## src/rtl/lsr_pkg.sv

```systemverilog
package lsr_pkg;

    // Positions are counted in half line clocks: the falling edge of
    // clock k is position 2k, the rising edge after it is 2k+1.
    localparam int HC_START    = 2;   // clock 1
    localparam int HC_CH1      = 37;  // clock 18.5: first channel opens
    localparam int HC_SLOT_LG  = 3;   // 8 half clocks = 4 clocks per slot
    localparam int HC_SLOT     = 1 << HC_SLOT_LG;
    localparam int HC_VAL_LEN  = 3;   // valid for 1.5 clocks in each slot
    localparam int HC_TRIG_PH  = 2;   // strobe phase inside the slot

    typedef enum logic [1:0] {
        SQ_IDLE  = 2'd0,
        SQ_ARMED = 2'd1,
        SQ_RUN   = 2'd2
    } seq_state_t;

    typedef struct packed {
        logic valid;
        logic trig;
        logic eos;
        logic oe;
    } slot_flags_t;

    // Last half-clock position of a scan for n channels.
    function automatic int hc_last(input int n_ch);
        return HC_CH1 + HC_SLOT * (n_ch + 1) - 1;
    endfunction

    // Flags for one phase of a channel slot.
    function automatic slot_flags_t chan_phase_flags(input logic [HC_SLOT_LG-1:0] ph);
        slot_flags_t f;
        f.valid = (int'(ph) < HC_VAL_LEN);
        f.trig  = (int'(ph) == HC_TRIG_PH);
        f.eos   = 1'b0;
        f.oe    = 1'b1;
        return f;
    endfunction

endpackage

```

## src/rtl/lsr_sync_edge.sv

```systemverilog
module lsr_sync_edge #(
    parameter int STAGES = 2
) (
    input  logic clk,
    input  logic rst,
    input  logic d,
    output logic lvl,
    output logic rise,
    output logic fall
);
    logic [STAGES-1:0] chain;
    logic              prev;

    for (genvar g = 0; g < STAGES; g++) begin : g_stage
        if (g == 0) begin : g_first
            always_ff @(posedge clk) begin
                if (rst) chain[0] <= 1'b0;
                else     chain[0] <= d;
            end
        end else begin : g_next
            always_ff @(posedge clk) begin
                if (rst) chain[g] <= 1'b0;
                else     chain[g] <= chain[g-1];
            end
        end
    end

    always_ff @(posedge clk) begin
        if (rst) prev <= 1'b0;
        else     prev <= chain[STAGES-1];
    end

    assign lvl  = chain[STAGES-1];
    assign rise = chain[STAGES-1] & ~prev;
    assign fall = ~chain[STAGES-1] & prev;
endmodule

```

## src/rtl/lsr_integ_delay.sv

```systemverilog
module lsr_integ_delay #(
    parameter int DLY = 8
) (
    input  logic clk,
    input  logic rst,
    input  logic step,
    input  logic lvl,
    output logic win
);
    // Tap 0 captures the level on the edge where it changed, so
    // DLY+1 taps put the change DLY edges later at the output.
    logic [DLY:0] taps;

    always_ff @(posedge clk) begin
        if (rst)       taps <= '0;
        else if (step) taps <= {taps[DLY-1:0], lvl};
    end

    assign win = taps[DLY];
endmodule

```

## src/rtl/lsr_scan_ctrl.sv

```systemverilog
module lsr_scan_ctrl
    import lsr_pkg::*;
#(
    parameter int N_CH = 64,
    parameter int HCW  = 10
) (
    input  logic           clk,
    input  logic           rst,
    input  logic           clk_rise,
    input  logic           clk_fall,
    input  logic           lrst_rise,
    input  logic           lrst_fall,
    input  logic           ext_lvl,
    input  logic           slave_sel,
    output logic           running,
    output logic [HCW-1:0] hc,
    output logic           proto_err
);
    localparam logic [HCW-1:0] HC_FIRST = HCW'(HC_START);
    localparam logic [HCW-1:0] HC_END   = HCW'(hc_last(N_CH));

    seq_state_t st;
    logic       start_ok;

    assign start_ok = clk_fall && (!slave_sel || !ext_lvl);
    assign running  = (st == SQ_RUN);

    always_ff @(posedge clk) begin
        if (rst) begin
            st        <= SQ_IDLE;
            hc        <= '0;
            proto_err <= 1'b0;
        end else begin
            proto_err <= 1'b0;
            unique case (st)
                SQ_IDLE: begin
                    if (lrst_fall) st <= SQ_ARMED;
                end
                SQ_ARMED: begin
                    if (lrst_rise) begin
                        st <= SQ_IDLE;
                    end else if (start_ok) begin
                        st <= SQ_RUN;
                        hc <= HC_FIRST;
                    end
                end
                SQ_RUN: begin
                    if (lrst_rise) proto_err <= 1'b1;
                    if (clk_rise || clk_fall) begin
                        if (hc == HC_END) begin
                            st <= SQ_IDLE;
                            hc <= '0;
                        end else begin
                            hc <= hc + 1'b1;
                        end
                    end
                end
                default: st <= SQ_IDLE;
            endcase
        end
    end
endmodule

```

## src/rtl/lsr_slot_decode.sv

```systemverilog
module lsr_slot_decode
    import lsr_pkg::*;
#(
    parameter int N_CH = 64,
    parameter int HCW  = 10,
    parameter int CHW  = 6
) (
    input  logic           running,
    input  logic [HCW-1:0] hc,
    output slot_flags_t    flags,
    output logic [CHW-1:0] chan
);
    logic [HCW-1:0]        rel;
    logic [HCW-1:0]        slot;
    logic [HC_SLOT_LG-1:0] ph;

    always_comb begin
        rel   = hc - HCW'(HC_CH1);
        slot  = rel >> HC_SLOT_LG;
        ph    = rel[HC_SLOT_LG-1:0];
        flags = '0;
        chan  = slot[CHW-1:0];
        if (running) begin
            if (hc < HCW'(HC_CH1)) begin
                flags.oe = 1'b1;
            end else if (slot < HCW'(N_CH)) begin
                flags = chan_phase_flags(ph);
            end else begin
                flags.eos = 1'b1;
            end
        end
    end
endmodule

```

## src/rtl/lsr_sequencer.sv

```systemverilog
module lsr_sequencer
    import lsr_pkg::*;
#(
    parameter int N_CH        = 64,
    parameter int SYNC_STAGES = 2,
    parameter int INTEG_DLY   = 8,
    localparam int CHW        = (N_CH > 1) ? $clog2(N_CH) : 1,
    localparam int HCW        = $clog2(HC_CH1 + HC_SLOT * (N_CH + 1) + 1)
) (
    input  logic           clk,
    input  logic           rst,
    input  logic           line_clk,
    input  logic           line_rst,
    input  logic           ext_start_n,
    input  logic           slave_sel,
    output logic           integ_win,
    output logic           vid_valid,
    output logic [CHW-1:0] vid_chan,
    output logic           vid_oe,
    output logic           trig,
    output logic           eos_n,
    output logic           proto_err
);
    logic           lc_lvl, lc_rise, lc_fall;
    logic           lr_lvl, lr_rise, lr_fall;
    logic           ex_lvl, ex_rise, ex_fall;
    logic           running;
    logic [HCW-1:0] hc;
    slot_flags_t    flags;

    lsr_sync_edge #(.STAGES(SYNC_STAGES)) u_sync_clk (
        .clk(clk), .rst(rst), .d(line_clk),
        .lvl(lc_lvl), .rise(lc_rise), .fall(lc_fall)
    );

    lsr_sync_edge #(.STAGES(SYNC_STAGES)) u_sync_rst (
        .clk(clk), .rst(rst), .d(line_rst),
        .lvl(lr_lvl), .rise(lr_rise), .fall(lr_fall)
    );

    lsr_sync_edge #(.STAGES(SYNC_STAGES)) u_sync_ext (
        .clk(clk), .rst(rst), .d(ext_start_n),
        .lvl(ex_lvl), .rise(ex_rise), .fall(ex_fall)
    );

    lsr_integ_delay #(.DLY(INTEG_DLY)) u_integ (
        .clk(clk), .rst(rst), .step(lc_rise), .lvl(lr_lvl), .win(integ_win)
    );

    lsr_scan_ctrl #(.N_CH(N_CH), .HCW(HCW)) u_ctrl (
        .clk(clk), .rst(rst),
        .clk_rise(lc_rise), .clk_fall(lc_fall),
        .lrst_rise(lr_rise), .lrst_fall(lr_fall),
        .ext_lvl(ex_lvl), .slave_sel(slave_sel),
        .running(running), .hc(hc), .proto_err(proto_err)
    );

    lsr_slot_decode #(.N_CH(N_CH), .HCW(HCW), .CHW(CHW)) u_dec (
        .running(running), .hc(hc), .flags(flags), .chan(vid_chan)
    );

    assign vid_valid = flags.valid;
    assign trig      = flags.trig;
    assign vid_oe    = flags.oe;
    assign eos_n     = ~flags.eos;

    // Edge outputs of the level-only synchronizers are not needed.
    logic unused_ok;
    assign unused_ok = &{1'b0, lc_lvl, ex_rise, ex_fall};
endmodule

```

## config.mk

```make
export PLATFORM = sky130hd
export DESIGN_NAME = lsr_sequencer
export DESIGN_NICKNAME = d
export VERILOG_FILES = /design/src/rtl/lsr_pkg.sv /design/src/rtl/lsr_sync_edge.sv /design/src/rtl/lsr_integ_delay.sv /design/src/rtl/lsr_scan_ctrl.sv /design/src/rtl/lsr_slot_decode.sv /design/src/rtl/lsr_sequencer.sv
export SDC_FILE = /design/constraint.sdc
export NUM_CORES = 1
export LEC_CHECK = 0
export ABC_AREA = 1
export BUFFER_PORTS_ARGS = -buffer_cell sky130_fd_sc_hd__buf_4
export CORE_ASPECT_RATIO = 0.5
export CORE_MARGIN = 2
export CORE_UTILIZATION = 56
export DETAILED_ROUTE_END_ITERATION = 8
export HOLD_SLACK_MARGIN = 0.1
export PLACE_DENSITY = 0.77
export RECOVER_POWER = 50
export SETUP_SLACK_MARGIN = 0.02
export SYNTH_ARGS = -nofsm -noshare
export SYNTH_HDL_FRONTEND = slang
export SYNTH_SLANG_ARGS = --single-unit
export TNS_END_PERCENT = 50
```

## constraint.sdc

```tcl
create_clock -name clk -period 1.9 [get_ports clk]
set_input_delay 0.095 -clock clk [delete_from_list [all_inputs] [get_ports clk]]
set_output_delay 0.095 -clock clk [all_outputs]
set_load 0.02 [all_outputs]
```

-- Yosys cells after proc, flatten, opt, wreduce, memory -nomap -nowiden
Index checks and enable logic that the tools add are counted.
- register bits after elaboration: 30
- output and inout port bits: 12
- word-level logic and storage cells: 65
- $add $sub $neg: 2
- order comparisons: 3
- equal/unequal tests: 10
- mux-type cells: 18
- bitwise gates (word level): 10
- reductions and logical operators: 10
- operator list (kind ; count):
    $mux W10 ; 4
    $pmux W10 S2 ; 1
    $mux W2 ; 6
    $add A10 B1 Y10 const B ; 1
    $eq A10 B10 Y1 const B ; 1
    $lt A10 B6 Y1 const B ; 1
    $sub A10 B6 Y10 const B ; 1
    $reduce_and A4 Y1 ; 2
    $lt A7 B7 Y1 const B ; 1
    $ne A2 B1 Y1 const B ; 3
    $not A1 Y1 ; 6
    $pmux W2 S3 ; 1
    $and A1 B1 Y1 ; 4
    $mux W1 ; 4
    $mux W4 ; 1
    $ne A2 B2 Y1 const B ; 2
    $eq A3 B3 Y1 const B ; 1
    $lt A3 B2 Y1 const B ; 1
    $mux W3 ; 1
    $ne A3 B2 Y1 const B ; 1
    $eq A2 B1 Y1 const B ; 1
    $eq A2 B2 Y1 const B ; 1
    $logic_not A1 Y1 ; 2
    $logic_not A2 Y1 ; 1
    4 further kinds ; 5

-- Longest topological paths before layout
- depth after elaboration: 6
- mapped depth: 10
- mapped depth without buffers: 10

-- By module
A second synthesis with hierarchy kept.
- cells, all modules: 277
- area, all modules: 1783.0 um^2
- by module, submodules not included (module ; instances ; cells an instance ; area each (um^2) ; seq. area each (um^2)):
    lsr_scan_ctrl ; 1 ; 135 ; 838.3 ; 260.2
    lsr_integ_delay ; 1 ; 57 ; 381.6 ; 180.2
    lsr_sync_edge ; 3 ; 12 ; 93.8 ; 60.1
    lsr_slot_decode ; 1 ; 48 ; 277.8 ; 0.0
    lsr_sequencer ; 1 ; 1 ; 3.8 ; 0.0

-- Least setup slack after synthesis
No wires, ideal clock.
- kind: register -> output
- start point: reg u_ctrl.hc[0]
- end point: out vid_valid
- arrival: 1576 ps
- required time: 1805 ps
- slack: 229 ps
- stages on the path, launching flop included: 9
- path through: dfxtp_1 > inv_1 > ha_1 > or2_2 > nand2_1 > nand2_1 > nand3_1 > nand2_1 > nor2_1
- longest elaborated chain between the ends: 5
- elaborated cells on any way between the ends: 7
- those cells by class: 1 x add/sub; 3 x order compare; 3 x mux
- RTL lines (item ; line ; source):
    from (decl) ; lsr_scan_ctrl.sv:16 ; output logic [HCW-1:0] hc,
    from (signal assigned) ; lsr_scan_ctrl.sv:54 ; hc <= hc + 1'b1;
    $sub A10 B6 Y10 ; lsr_slot_decode.sv:18 ; rel = hc - HCW'(HC_CH1);
    $lt A7 B7 Y1 or $lt A3 B2 Y1 (tied branches) ; lsr_slot_decode.sv:26, lsr_pkg.sv:33 ;
    $mux W2 ; lsr_slot_decode.sv:26 ; end else if (slot < HCW'(N_CH)) begin
    $mux W3 (*) ; lsr_slot_decode.sv:24 ; if (hc < HCW'(HC_CH1)) begin
    $mux W4 (*) ; lsr_slot_decode.sv:23 ; if (running) begin
    to (decl) ; lsr_sequencer.sv:17 ; output logic vid_valid,
Every way passes the cells marked *; elsewhere a longest branch is shown, timed or not.

-- Final worst setup path
- start point: reg u_ctrl.hc[1]
- end point: out vid_oe
- longest elaborated chain between the ends: 5
- elaborated cells on any way between the ends: 6
- those cells by class: 1 x add/sub; 2 x order compare; 3 x mux
- RTL lines (item ; line ; source):
    $sub A10 B6 Y10 ; lsr_slot_decode.sv:18 ;
    $lt A7 B7 Y1 ; lsr_slot_decode.sv:26 ;
    $mux W1 ; lsr_slot_decode.sv:26 ;
    $mux W1 (*) ; lsr_slot_decode.sv:24 ;
    $mux W4 (*) ; lsr_slot_decode.sv:23 ;
    to (decl) ; lsr_sequencer.sv:19 ; output logic vid_oe,
Marks and branches as above.

==> results_dict.tcl <==
set metrics [dict create \
    status "complete, no violations" \
    synthDistinctLibCells 27 \
    mappedNetlistArea_sq_um 1520 \
    final_nets 266 \
    die_w_um 77.6 \
    timing.final.crit_share_pct 95.4 \
    rsz0062_at_grt "yes" \
    clk_path_buf_depth 2 \
    die_y_um 40.8 \
    slew_viol_final 0 \
    io_buffer_count 17 \
    timing.critical_path.mode_cell "nand2_2" \
    setup_tns_ps 0 \
    drv_cap 0 \
    row_count 13 \
    antenna_found_initial 0 \
    dieArea_sq_um 3170 \
    cts_max_level 2 \
    hold_viol 0 \
    grt_pass1_wl_mm 5.07 \
    ir_drop_uv 847 \
    cp-end-kind "output port" \
    cp.required_ps 1800 \
    critPathMaxStageDelay_ps 370 \
    cp_max_fo 4 \
    cpLargestDelayFamily "simple AND/OR/NAND/NOR gates" \
    grt_max_degree 17 \
    place_hpwl_mm 2.24 \
    yosysSeqAreaShare_pct 39.6 \
    finalWeightedCongestion 0.844 \
    ys_seq_elements 30 \
    cts.sinks 30 \
    drc_errors 0 \
    num-fill-cells 217 \
    clk_pin_slew_ps 60 \
    clock_latency_ps 280 \
    antenna_cells 0 \
    syn_nets 236 \
    crit_chain "inv_2, ha_4, or2_2, nand2_2, nand2_2, nand3_2, nand3_1, nand2_1, inv_1, buf_4" \
    slew-limit-headroom_pct 63.8 \
    grt_pass1_vias 1186 \
    critical_path_arrival_ps 1720 \
    grt_usage_pct 21.4 \
    viasPerCell 4.96 \
    max_freq_ghz 0.551 \
    post-route-min-period_ps 1810 \
    crit_buf_inv 3 \
    fin_skew_ps 4.25 \
    core_area_sq_um 2590 \
    syn_area_per_cell_sq_um 6.72 \
    dr_total_vias 1457 \
    drive_above_1_share_pct 17.9 \
    drt-initial-drc-count 92 \
    setup-violations-final 0 \
    power_density_nw_per_um2 962 \
    ys_warn_count 0 \
    cts_buffers 5 \
    initial_core_util_pct 58.7 \
    dr.pass1.iters 4 \
    syn_to_final_growth_pct 27.5 \
    worstReg2RegStart "u_sync_clk.lvl" \
    p_leak_nw 0.895 \
    p_total_mw 1.86 \
    startpoint_type "flip-flop" \
    hp-start "slave_sel" \
    syn_inst 226 \
    cp_slowest_cell "dfxtp_4" \
    clockRootBuffer "clkbuf_8" \
    cts_tree "built" \
    post_drt_wl_per_cell_um 11.0 \
    critPathLaunch "u_ctrl.hc[1]" \
    critical_path_class "flip-flop to output port" \
    tightest_slew_ps 543 \
    routed_wl_mm 3.23 \
    min_path_type "primary input to flip-flop" \
    grt.overflow.total 0 \
    io_pins 18 \
    drtAntennaViolNets 0 \
]
-- timing repair --
| action | in CTS | in global routing |
|---|---|---|
| setup buffers | 1 | 2 |
| hold endpoints to repair | 10 | 0 |
| hold buffers | 7 | 0 |
| gates resized for setup | 4 | 10 |
| endpoints found under the setup margin | 5 | 4 |
-- power by group --
group | internal (mW) | switching (mW) | total [mW]
combinational | 0.152 | 0.221 | 0.372
sequential | 0.671 | 0.0278 | 0.699
clock | 0.559 | 0.232 | 0.791
-- worst reg2reg max path, stage by stage (launching register included) --
cell     delay [ps]
dfxtp_1         330
inv_1            60
ha_1            310
nand3_1         140
nand2_2          80
nor2_4          210
buf_4           210
nand3_1          80
nand2_1         100
nor2_1           40
-- area by class of cell --
type | instances | area [sq um] | share of cell area, %
clock inverters | 2 | 60.1 | 3.10
repair buffers | 30 | 231 | 12.0
multi-input cells | 160 | 800 | 41.3
clock buffers | 6 | 82.6 | 4.27
flip-flops and latches | 30 | 607 | 31.4
well taps | 37 | 46.3 | 2.39
inverters | 29 | 109 | 5.62
-- per-layer routing --
| layer | GRT usage (%) | share of wire [%] | vias to the layer above |
|---|---|---|---|
| li1 | - | - | 769 |
| met1 | 24.1 | 46 | 649 |
| met2 | 41.2 | 48 | 33 |
| met3 | 5.95 | 5.4 | 6 |
| met4 | 8.48 | 1.3 | 0 |
| met5 | 0 | 0 | - |
-- sequential cells by signal (all words and copies together) (netlist names) --
| signal | flops |
|---|---|
| u_sync_clk.lvl | 1 |
| u_sync_rst.chain | 1 |
| u_sync_ext.lvl | 1 |
| u_ctrl.hc | 10 |
| u_sync_clk.chain | 1 |
| u_sync_ext.chain | 1 |
| u_sync_rst.prev | 1 |
| u_ctrl.st | 2 |
| u_ctrl.proto_err | 1 |
| u_sync_clk.prev | 1 |
| u_sync_rst.lvl | 1 |
| u_integ.taps | 9 |
-- cell usage after synthesis --
cell type	instances	share of area (%)
nand3_1	20	6.6
nand4_1	3	1.2
nor2_1	45	11
nor3_1	2	0.66
and2_1	1	0.41
o211ai_1	1	0.49
buf_2	2	0.66
buf_6	1	0.74
inv_1	29	7.2
xor2_1	4	2.3
or2_2	1	0.41
nand2_1	45	11
o21bai_1	1	0.49
o21ai_0	12	4.0
dfxtp_1	30	40
nor2_4	1	0.74
nand3b_1	1	0.49
nand2_2	3	1.2
nor2_2	1	0.41
ha_1	4	3.3
buf_4	1	0.49
clkbuf_1	3	0.74
xnor2_1	1	0.58
a31oi_1	1	0.41
a21oi_1	10	3.3
o21ai_1	2	0.66
o211a_1	1	0.66
-- final timing paths --
| kind | cells past startpoint | slack [ps] | end |
|---|---|---|---|
| max | 10 | 90 | vid_oe |
| min | 6 | 330 | u_ctrl.st[0] |
| max reg2reg | 9 | 230 | u_ctrl.hc[4] |
| min reg2reg | 2 | 400 | u_sync_clk.lvl |
-- placed cells by master (no fill, tap or decap), types with 2 or more instances in the layout --
cell type,count
dfxtp_2,2
inv_1,27
inv_2,2
a21oi_1,10
buf_4,20
ha_1,3
nand2_1,42
nand3_1,19
dlygate4sd3_1,7
bufinv_16,2
nor2_2,2
nor2_1,44
clkbuf_1,3
clkbuf_8,6
nand4_1,3
nand2_2,6
xor2_1,4
dfxtp_1,27
o21ai_0,12
nor3_1,2
-- cell families (layout without fill, tap and decap cells) --
family          after synthesis  after routing  share of synthesized area (%)
buf+inv                      36             67                           9.81
simple gates                123            123                           34.5
compound gates               28             28                           9.98
fa+ha+maj                     4              4                           3.30
flops                        30             30                           39.6
xor+xnor                      5              5                           2.89
-- stage by stage --
stage / util (%) / setup WS, ps / area (sq um) / cells / hold slack, ps
after floorplan: - / 229 / 1520 / 226 / 174
after global placement: 64.7 / 218 / 1670 / 276 / 293
after detailed placement: 64.7 / 148 / 1670 / 276 / 305
after CTS: 73.6 / 25.1 / 1900 / 292 / 327
after global routing: 74.8 / 17.7 / 1940 / 294 / 384
final: 74.8 / 86.5 / 1940 / 294 / 326
No activity file was read; power rests on OpenSTA's default activity.
